### config.mk
export PLATFORM = sky130hd
export DESIGN_NAME = adc_demux_dec
export DESIGN_NICKNAME = d
export VERILOG_FILES = /design/src/rtl/adc_demux_dec.sv
export SDC_FILE = /design/constraint.sdc
export NUM_CORES = 1
export LEC_CHECK = 0
export BUFFER_PORTS_ARGS = -buffer_cell sky130_fd_sc_hd__buf_4
export CORE_MARGIN = 2
export CORE_UTILIZATION = 25
export CTS_BUF_LIST = sky130_fd_sc_hd__clkbuf_16
export DETAILED_ROUTE_END_ITERATION = 8
export PLACE_DENSITY = 0.44
export SYNTH_ARGS = -nofsm -noshare
export SYNTH_HDL_FRONTEND = slang
export SYNTH_SLANG_ARGS = --single-unit
### constraint.sdc
create_clock -name clk -period 1.53 [get_ports clk]
set_clock_uncertainty 0.05 [all_clocks]
set_input_delay 0.2295 -clock clk [delete_from_list [all_inputs] [get_ports clk]]
set_output_delay 0.2295 -clock clk [all_outputs]
set_load 0.02 [all_outputs]
### src/rtl/adc_demux_dec.sv
`timescale 1ns/1ps
module adc_demux_dec #(
  parameter int W = 8
) (
  input  logic         clk,
  input  logic         rst,
  input  logic         demux_en,
  input  logic         div4_sel,
  input  logic         ovr_top_sel,
  input  logic [W-1:0] sample_i,
  output logic [W-1:0] prim_o,
  output logic [W-1:0] aux_o,
  output logic         rdy_o,
  output logic         ovr_o,
  output logic         rst_o
);

  logic [1:0]   ph;
  logic [W-1:0] hold;
  logic         armed;
  logic         full_code;
  logic [1:0]   ph_end;

  assign full_code = (sample_i == {W{ovr_top_sel}});
  assign ph_end    = !demux_en ? 2'd1 : (div4_sel ? 2'd0 : 2'd2);

  always_ff @(posedge clk) begin
    if (rst) begin
      ph     <= '0;
      hold   <= '0;
      prim_o <= '0;
      aux_o  <= '0;
      rdy_o  <= 1'b0;
      ovr_o  <= 1'b0;
      rst_o  <= 1'b0;
      armed  <= 1'b1;
    end else begin
      ph    <= ph + 2'd1;
      armed <= 1'b0;
      rst_o <= armed | (rst_o & (ph != ph_end));
      if (!demux_en) begin
        prim_o <= sample_i;
        ovr_o  <= full_code;
        rdy_o  <= ~rdy_o;
      end else if (!div4_sel) begin
        rdy_o <= ph[0];
        if (!ph[0]) begin
          hold <= sample_i;
        end else begin
          prim_o <= sample_i;
          aux_o  <= hold;
          ovr_o  <= full_code;
        end
      end else begin
        rdy_o <= ph[1];
        if (ph == 2'd0) begin
          hold <= sample_i;
        end else if (ph == 2'd2) begin
          prim_o <= sample_i;
          aux_o  <= hold;
          ovr_o  <= full_code;
        end
      end
    end
  end

endmodule

### Word level (Yosys, flattened, before mapping)

Index checks and enable logic that the tools add are counted.

* word-level logic and storage cells: 49
* bits in registers: 30
* output and inout bits: 19

* eq/ne operators: 10
* mux-type cells: 22
* $add $sub $neg: 1
* reductions and logical operators: 5
* bitwise logic cells: 3

Operator list (number)
* $mux W8: 12
* $eq A8 B8 Y1: 1
* $mux W1: 8
* $reduce_and A3 Y1: 2
* $mux W2: 2
* $ne A2 B1 Y1 const B: 2
* $ne A2 B2 Y1 const B: 2
* $reduce_and A4 Y1: 1
* $ne A3 B1 Y1 const B: 1
* $ne A3 B2 Y1 const B: 1
* $ne A3 B3 Y1 const B: 1
* $add A2 B1 Y2 const B: 1
* $eq A2 B2 Y1 const B: 1
* $logic_not A2 Y1: 1
* $ne A2 B2 Y1: 1
* $reduce_bool A2 Y1: 1
* $and A1 B1 Y1: 1
* $not A1 Y1: 1
* $or A1 B1 Y1: 1

### Longest topological paths before layout

* word-level depth: 5
* mapped depth: 7
* gate-level depth less buffers: 6

### Least setup slack after synthesis

OpenSTA, ideal clock, no wires.

* path type: register -> register
* from: register ph[0]
* to: register aux_o[7]
* data arrival time: 1.323 ns
* required time: 1.352 ns
* stages on the path, launching flop included: 8
* path slack: 0.029 ns
* clock period less this slack: 1.501 ns
* path through: dfxtp_1 inv_1 ha_1 nand3b_1 a21bo_1 buf_6 mux2i_1 nor2_1

* longest elaborated chain between the ends: 3
* elaborated cells between the ends (all ways): 6
* those cells by class: eq/ne: 3; reduce/logical: 3

RTL lines
* from (decl): RTL line 18 `logic [1:0] ph;`
* from (signal assigned): RTL line 38 `ph <= ph + 2'd1;`
* $eq A2 B2 Y1 or $logic_not A2 Y1 (tied branches): RTL line 58, 56
* $ne A2 B1 Y1 (no source line) or $ne A2 B2 Y1 (tied branches)
* $reduce_and A4 Y1 (no source line) *
* to (signal assigned): RTL line 51 `aux_o <= hold;`
* to (signal assigned): RTL line 60 `aux_o <= hold;`
* to (decl): RTL line 12 `output logic [W-1:0] aux_o,`

Every way passes the cells marked *; elsewhere a longest branch is shown, timed or not.
A chain may end at the register's enable or synchronous reset.

### Worst setup path in the final report

* from: register ph[1]
* to: register aux_o[1]

The elaborated chain is that of the path after synthesis.

==> metrics.txt <==
outcome finished clean; # clock sinks 30; core area 4410 sq um; Seq cells post-synth 30; Final min period 1.43 ns; Slew Limit Headroom 0.785; via/cell ratio 4.35; Synth Instances 113; Crit Reg-Reg Endpoint aux_o[1]; power per cell area around 1200 nW/um^2; gr usage total 0.106; Clock Latency Late Sink 0.26 ns; Simple-Gate Fraction of Synth Area 0.177; worst endpoint required time ~1.6 ns; Final Util 0.367; path depth of the worst reg2reg path 6; warnings from Yosys 0; R2R Setup Slk 0.1 ns; Fill cells roughly 440; TritonRoute pass-1 iters 3; complex-gate fraction of the synthesized area 0.0375; Mapped Area 1170 sq um; fmax 698 MHz; setup TNS 0 ns; multi-input gate area in the final layout 538 sq um; multiplexer area fraction after synthesis 0.206; critical path startpoint category flop; Worst Setup End Kind flop; WP data arrival 1.53 ns; largest net degree at the start of global routing 31; max-slew violations 0; Combinational Power Share 0.129; top-area cell type share of the netlist area 0.514; die width 72.3 microns; RSZ-0062 raised after global routing false; FP Rows 24; vias in the first global route 829; WHS Endpoint rdy_o; area delta synth->final 38.7%; CTS max path bufs 2; Netlist cell types 24; hold depth 2; postcts setup bufs 0; Peak supply drop 0.627 mV; Routed WL about 2.5 mm; net switching power ~0.46 mW; Post-Syn Area per Cell ~10 sq um; Area contributors post-synth dfxtp_1 (51%), mux2i_1 (21%), nor2_1 (9.0%); Final HPWL DP 1.83 mm; Initial Util 0.264; Worst-Margin Slew 0.322 ns; Post-layout nets approximately 160; global-route wire length before repair between 4 and 5 mm; count of input and output buffers 31; Hold Vio Cnt, Final 0; Post-Synth Adder-Cell Area 0.0214; 1st-iter DRT viols between 50 and 60; Critical Path Fanout Max 8; Sw Share 0.231; Leak Pwr 0.806 nW; DR DRC count 0; Hold Startpoint demux_en; Clock transition at path regs 0.05 ns; die area 5230 sq um; FF/Latch Area 603 sq um; I/O pins 32; sequential area share after synthesis 0.514; Die H 72.3 microns; routed len/inst 12.5 microns; kind of critical path flop to flop; CTS root buf clkbuf_16; final setup fails 0; largest family of logic cells by synthesized area multiplexers; total CTS buffers 5; Antenna Violating Nets Remaining 0; Synth Area in XOR/XNOR 0.00750; hold buffer count at CTS 0; Ant. Diodes 0; Synth area leader dfxtp_1; total power 2.00 mW; initial antenna violation count 0; global placer's final weighted congestion ~0.77; ratio of cells with drive above 1 in the final layout 0.327; origin of the critical flop-to-flop path ph[1]; Final Cycle Share 0.936; H-tree depth 2; number of max-cap violations 0; CTS tree yes; clock network power share 0.445; Vias 878; internal power 1.54 mW; GR Overflow Total 0; Reg power frac 0.426; Synthesized Nets ~130; type of the tightest min-delay check primary input to flop
[timing repair]
action / CTS / global route
endpoints found under the hold margin: 0 / 0
resized for setup: 1 / 6
endpoints found under the setup margin: 8 / 25
pin swaps: 0 / 2
cloned: 0 / 0
[per-stage QoR]
| step | setup slack, ns | std cells | hold WS (ns) | area [sq um] |
|---|---|---|---|---|
| 3_5_place_dp | -0.0396 | 194 | 0.379 | 1470 |
| 2_1_floorplan | 0.0287 | 113 | 0.207 | 1170 |
| 3_3_place_gp | 0.00850 | 194 | 0.372 | 1470 |
| 6_report | 0.0981 | 202 | 0.170 | 1620 |
| 4_1_cts | 0.0145 | 202 | 0.153 | 1600 |
| 5_1_grt | 0.0127 | 202 | 0.174 | 1620 |
[cell usage after synthesis]
library cell  number
nand2_1            2
a21bo_1            1
dfxtp_1           30
nand4_1            1
nor2_1            28
nand3b_1           1
buf_6              2
nand3_2            1
a211oi_2           1
mux2i_1           24
nor2b_1            2
ha_1               2
a31oi_1            2
inv_1              2
nand2b_4           1
a311oi_1           1
nor3_1             2
clkbuf_1           2
nand2b_1           1
nand3_1            3
buf_2              1
nor4_1             1
or3_1              1
xor2_1             1
[metal layers]
metal | wire (microns) | vias to the layer above | part of all wire | GRT usage
met4 | 55 | 0 | 0.022 | 0.0692
met5 | 0 | - | 0 | 0
li1 | - | 458 | - | -
met2 | 1190 | 17 | 0.47 | 0.159
met1 | 1160 | 398 | 0.46 | 0.133
met3 | 105 | 5 | 0.042 | 0.0306
[placed cells by master (no fill, tap or decap)]
cell type	netlist	routed
a211oi_2	1	1
a21bo_4	0	1
a311oi_1	1	1
a31oi_1	2	2
buf_12	0	1
buf_4	0	33
clkbuf_16	0	5
clkinv_1	0	1
clkinv_2	0	1
dfxtp_1	30	28
dfxtp_2	0	2
ha_1	2	1
ha_2	0	1
inv_1	2	2
inv_2	0	1
mux2i_1	24	24
nand2_1	2	2
nand2b_1	1	1
nand2b_4	1	1
nand3_1	3	2
nand3_2	1	2
nand3b_1	1	1
nand4_1	1	1
nor2_1	28	28
nor2b_1	2	2
nor3_1	2	2
nor4_1	1	1
or3_1	1	1
xor2_1	1	1
[final cells by class]
class | instances | share of cell area
flip-flops and latches | 30 | 0.372
multi-input cells | 76 | 0.332
repair buffers | 34 | 0.165
clock buffers | 5 | 0.0773
well taps | 52 | 0.0402
clock inverters | 3 | 0.00773
inverters | 2 | 0.00464
[power by group through the flow]
| stage | sequential (mW) | clock (mW) | combinational [mW] |
|---|---|---|---|
| global route | 0.859 | 0.971 | 0.282 |
| floorplan | 0.893 | 0 | 0.124 |
| finish | 0.854 | 0.891 | 0.258 |
| detailed placement | 0.867 | 0 | 0.259 |
| global placement | 0.866 | 0 | 0.254 |
| CTS | 0.852 | 0.926 | 0.260 |
[state kept, by name, indices dropped and copies added (netlist names)]
signal,count
rst_o,1
aux_o,8
ph,2
armed,1
prim_o,8
hold,8
rdy_o,1
ovr_o,1
[how the worst max path moves through the flow]
stage,from,to,slack [ns]
finish,ph[1],aux_o[1],0.1
global route,ph[1],aux_o[5],0.01
CTS,ph[1],aux_o[1],0.01
detailed placement,ph[1],aux_o[1],-0.04
global placement,ph[1],aux_o[6],0.009
floorplan,ph[0],aux_o[7],0.03
[cell families after synthesis]
group	Yosys count
muxes	24
xor gates and xnor gates	1
buffers and inverters	7
and+or+nand+nor	44
DFF	30
AOI/OAI and AO/OA	5
adders and majority gates	2
[worst max-delay path, stage by stage, from the launching register on]
cell	delay, ns
dfxtp_2	0.34
inv_1	0.05
ha_2	0.16
nand3b_1	0.19
a21bo_4	0.29
mux2i_1	0.18
nor2_1	0.05
Power figures use the tool's default switching activity.
